<file path="config.mk">
export PLATFORM = sky130hd
export DESIGN_NAME = plru_victim_sel
export DESIGN_NICKNAME = d
export VERILOG_FILES = /design/src/rtl/plru_victim_sel.sv
export SDC_FILE = /design/constraint.sdc
export NUM_CORES = 1
export LEC_CHECK = 0
export ABC_AREA = 1
export BUFFER_PORTS_ARGS = -buffer_cell sky130_fd_sc_hd__clkbuf_2
export CORE_ASPECT_RATIO = 0.75
export CORE_UTILIZATION = 61
export CTS_CLUSTER_SIZE = 40
export DETAILED_ROUTE_END_ITERATION = 10
export GPL_ROUTABILITY_DRIVEN = 0
export PLACE_DENSITY = 0.86
export SYNTH_ARGS = -nofsm -noshare
export SYNTH_HDL_FRONTEND = slang
export SYNTH_SLANG_ARGS = --single-unit
</file>
<file path="constraint.sdc">
create_clock -name clk -period 2.16 [get_ports clk]
set_input_delay 0.108 -clock clk [delete_from_list [all_inputs] [get_ports clk]]
set_output_delay 0.108 -clock clk [all_outputs]
set_load 0.01 [all_outputs]
</file>
<file path="src/rtl/plru_victim_sel.sv">
module plru_victim_sel #(
  parameter int WAYS = 4,
  parameter int SETS = 16
) (
  input  logic                    clk,
  input  logic                    rst,
  input  logic                    hit_vld,
  input  logic [$clog2(SETS)-1:0] hit_set,
  input  logic [$clog2(WAYS)-1:0] hit_way,
  input  logic                    miss_req,
  input  logic [$clog2(SETS)-1:0] miss_set,
  output logic [$clog2(WAYS)-1:0] victim_way
);
  localparam int WW    = $clog2(WAYS);
  localparam int IW    = $clog2(SETS);
  localparam int NODES = WAYS - 1;

  logic [NODES-1:0] tree [SETS];
  logic             cv;
  logic [IW-1:0]    cv_set;
  logic [WW-1:0]    pick;

  function automatic logic [WW-1:0] tree_pick(input logic [NODES-1:0] t);
    logic [WAYS-1:0] tp;
    logic [WW-1:0]   n;
    logic [WW-1:0]   w;
    tp = {1'b0, t};
    n  = '0;
    w  = '0;
    for (int l = 0; l < WW; l++) begin
      w[WW-1-l] = tp[n];
      n = WW'(2 * int'(n) + 1 + int'(tp[n]));
    end
    return w;
  endfunction

  function automatic logic [NODES-1:0] tree_mru(input logic [NODES-1:0] t,
                                               input logic [WW-1:0] w);
    logic [WAYS-1:0] tp;
    logic [WW-1:0]   n;
    tp = {1'b0, t};
    n  = '0;
    for (int l = 0; l < WW; l++) begin
      tp[n] = ~w[WW-1-l];
      n = WW'(2 * int'(n) + 1 + int'(w[WW-1-l]));
    end
    return tp[NODES-1:0];
  endfunction

  assign pick = tree_pick(tree[cv_set]);

  always_ff @(posedge clk) begin
    if (rst) begin
      cv         <= 1'b0;
      cv_set     <= '0;
      victim_way <= '0;
      for (int s = 0; s < SETS; s++) tree[s] <= '0;
    end else begin
      cv     <= miss_req;
      cv_set <= miss_set;
      if (cv) victim_way <= pick;
      if (hit_vld)  tree[hit_set] <= tree_mru(tree[hit_set], hit_way);
      else if (cv)  tree[cv_set]  <= tree_mru(tree[cv_set], pick);
    end
  end

  AST_HIT_NOT_IN_CAPTURE: assert property (@(posedge clk) disable iff (rst)
    !(hit_vld && cv));

  AST_RESET_VICTIM_ZERO: assert property (@(posedge clk)
    $past(rst) |-> victim_way == '0);

  AST_VICTIM_HOLDS: assert property (@(posedge clk) disable iff (rst)
    (!$past(rst) && !$past(cv)) |-> $stable(victim_way));

  AST_BACK_TO_BACK_DIFFER: assert property (@(posedge clk) disable iff (rst)
    (cv && $past(cv) && !$past(rst) && cv_set == $past(cv_set))
      |=> victim_way != $past(victim_way));
endmodule

</file>
==> results.toml <==
[status]
outcome = "finished, violations left"
violations = "DRC"

[synth]
avgSynthCellArea_sq_um = 7.96
syn-num-nets = 409
synthDistinctLibCells = 23
synth_area_sq_um = 3140
ys_seq_area_frac = 0.503
ys_seq_elements = 55
synth_warnings = 0
postSynthCellCount = 395

[die]
dieHeight_um = 64.2
coreArea_sq_um = 4930
ioPinCount = 16
start_util = 0.638
rows = 22
die_w_um = 84.9
fp.dieArea_sq_um = 5450

[sta]
finalMaxSlewViolations = 0
worstMarginPinSlew_ns = 0.566
max_freq_ghz = 0.495
relSlewSlack = 0.623
clock_skew_ns = 0.0118
setup_violations = 0
worst_slack_ns = 0.139
rsz0062_at_grt = "no"
fin_crit_sh = 0.936
hold_viol_final = 0
min_period_ns = 2.02
whs_ns = 0.00718
tns_ns = 0

[global_routing]
grtUsageTotal = 0.300
grt_antenna_before_repair = 0
grt_pass1_vias = 2606
grt_max_degree = 33
grt_pass1_wl_um = 12400
overflow = 0

[critical_path]
timing.rr.end = "tree[9][1]"
worst-path-max-fanout = 16
rr_startpoint = "cv_set[0]"
r2r_cells = 11
cp.arrival_ns = 2.19
worstSetupEndpointType = "flop"
path_class = "reg -> reg"
r2r_slack_ns = 0.14
cp-start-kind = "flop"
critPathRequiredTime_ns = 2.32

[route]
vias = 2829
wl_um = 7880
ant_nets = 0
wl_per_cell_um = 16.6
first_pass_iters = 8
drc = 2
viasPerCell = 5.94
drtIter0Drc = 311

[power]
cellLeakagePower_nw = 1.47
vdd_ir_drop_max_uv = 516
p_per_area_nw_per_um2 = 630

[placement]
dp_cells = 464
dp_hpwl_um = 5630
place_ws_ns = 0.200
place_area_sq_um = 3270
port_buffers = 15

[hold_path]
min_path_cells = 3
holdPathEnd = "cv_set[0]"
min_path_type = "in -> reg"
hp-start = "miss_set[0]"

[final_layout]
seq_area_sq_um = 1580
multiInputGateArea_sq_um = 1240
fin_area_sq_um = 3400
drive_above_1_share = 0.137
num-nets-final = 429
fill_cells = 418
stdcell_count = 476
area_growth_pct = 8.24
antennaDiodeCount = 0

[clock_network]
clock_latency_ns = 0.31
clock-sinks = 55
cts_root_buffer = "clkbuf_8"
cts_setup_buffers = 0
clkTransAtPathRegs_ns = 0.10
clockBufferDepth = 2
cts_tree = "done"
htreeDepth = 2
cts-buffers-inserted = 5

[flow_run]
cap_violations = 0
worst max path at each step:
stage                   start     endpoint  slack [ns]  cells past startpoint
floorplan           cv_set[0]   tree[2][0]        0.45                     12
finish              cv_set[0]   tree[9][1]        0.14                     11
global placement           cv   tree[7][2]        0.25                      8
global route               cv  tree[11][1]       0.003                      8
detailed placement         cv   tree[6][2]        0.20                      8
CTS                        cv   tree[6][2]        0.19                      8
worst max-delay path, stage by stage (launching register included):
cell	delay, ns
dfxtp_1	0.36
inv_2	0.23
nand2_1	0.10
nand2_1	0.08
nand2_1	0.07
nand3_1	0.08
nand3_1	0.08
nand2_2	0.11
inv_2	0.06
nand2_1	0.10
nand3_2	0.35
a21oi_1	0.27
state kept, by name, indices dropped and copies added (netlist names):
| signal | count |
|---|---|
| victim_way | 2 |
| tree | 48 |
| cv_set | 4 |
| cv | 1 |
cells in the mapped netlist:
cell type | number | area share
a21oi_1 | 48 | 0.076
a21oi_2 | 1 | 0.0028
buf_2 | 11 | 0.018
buf_4 | 2 | 0.0048
buf_6 | 4 | 0.014
clkbuf_1 | 1 | 0.0012
clkinv_1 | 1 | 0.0012
dfxtp_1 | 7 | 0.045
edfxtp_1 | 48 | 0.46
inv_1 | 48 | 0.057
inv_2 | 6 | 0.0072
nand2_1 | 103 | 0.12
nand2_2 | 1 | 0.0020
nand3_1 | 37 | 0.059
nand3_2 | 2 | 0.0064
nor2_1 | 29 | 0.035
nor2_2 | 6 | 0.012
nor3_4 | 1 | 0.0052
o211ai_1 | 2 | 0.0048
o21ai_0 | 30 | 0.048
o21ai_1 | 1 | 0.0016
o21ai_2 | 4 | 0.011
o21bai_2 | 2 | 0.0072
power by group:
group          switching [W]  internal [W]  leakage (nW)
Clock               0.000342      0.000234        0.0454
Sequential         0.0000226       0.00120         0.560
Combinational       0.000241      0.000108         0.866
Total               0.000606       0.00154          1.47
logic make-up after synthesis:
| logic type | Yosys count | synth area share |
|---|---|---|
| flip-flops | 55 | 0.503 |
| AND/OR/NAND/NOR | 179 | 0.242 |
| AO/OA/AOI/OAI | 88 | 0.152 |
| buffers and inverters | 73 | 0.103 |
area by class of cell:
type / instances / area share
Clock buffer: 6 / 0.0213
Clock inverter: 2 / 0.00515
Inverter: 55 / 0.0607
Multi-Input combinational cell: 267 / 0.366
Sequential cell: 55 / 0.465
Tap cell: 60 / 0.0221
Timing Repair Buffer: 31 / 0.0603
metrics by stage:
| step | total power (W) | utilization |
|---|---|---|
| finish | 0.00214 | 0.691 |
| global route | 0.00221 | 0.691 |
| CTS | 0.00213 | 0.689 |
| detailed placement | 0.00157 | 0.663 |
| global placement | 0.00156 | 0.663 |
| floorplan | 0.00147 | - |
metal layers:
layer | wire [um] | part of all wire | global-route usage
met4 | 80 | 0.010 | 0.0763
met2 | 3520 | 0.45 | 0.465
met1 | 3460 | 0.44 | 0.432
met3 | 817 | 0.10 | 0.0646
met5 | 0 | 0 | 0
cell usage in the layout (no fill, tap or decap), drive strengths merged:
cell type and count:
nor3 1, o211ai 2, inv 54, nor2 35, clkbuf 21, buf 12, dlygate4sd3 4, clkinv 3
o21ai 35, a21oi 49, dfxtp 7, nand2 104, nand3 39, edfxtp 48, o21bai 2
what timing repair did:
action                                  CTS  global route
resized for setup                         0             1
endpoints found under the setup margin    0             1
hold endpoints to repair                  4             0
hold buffers                              4             0
Power figures use the tool's default switching activity.
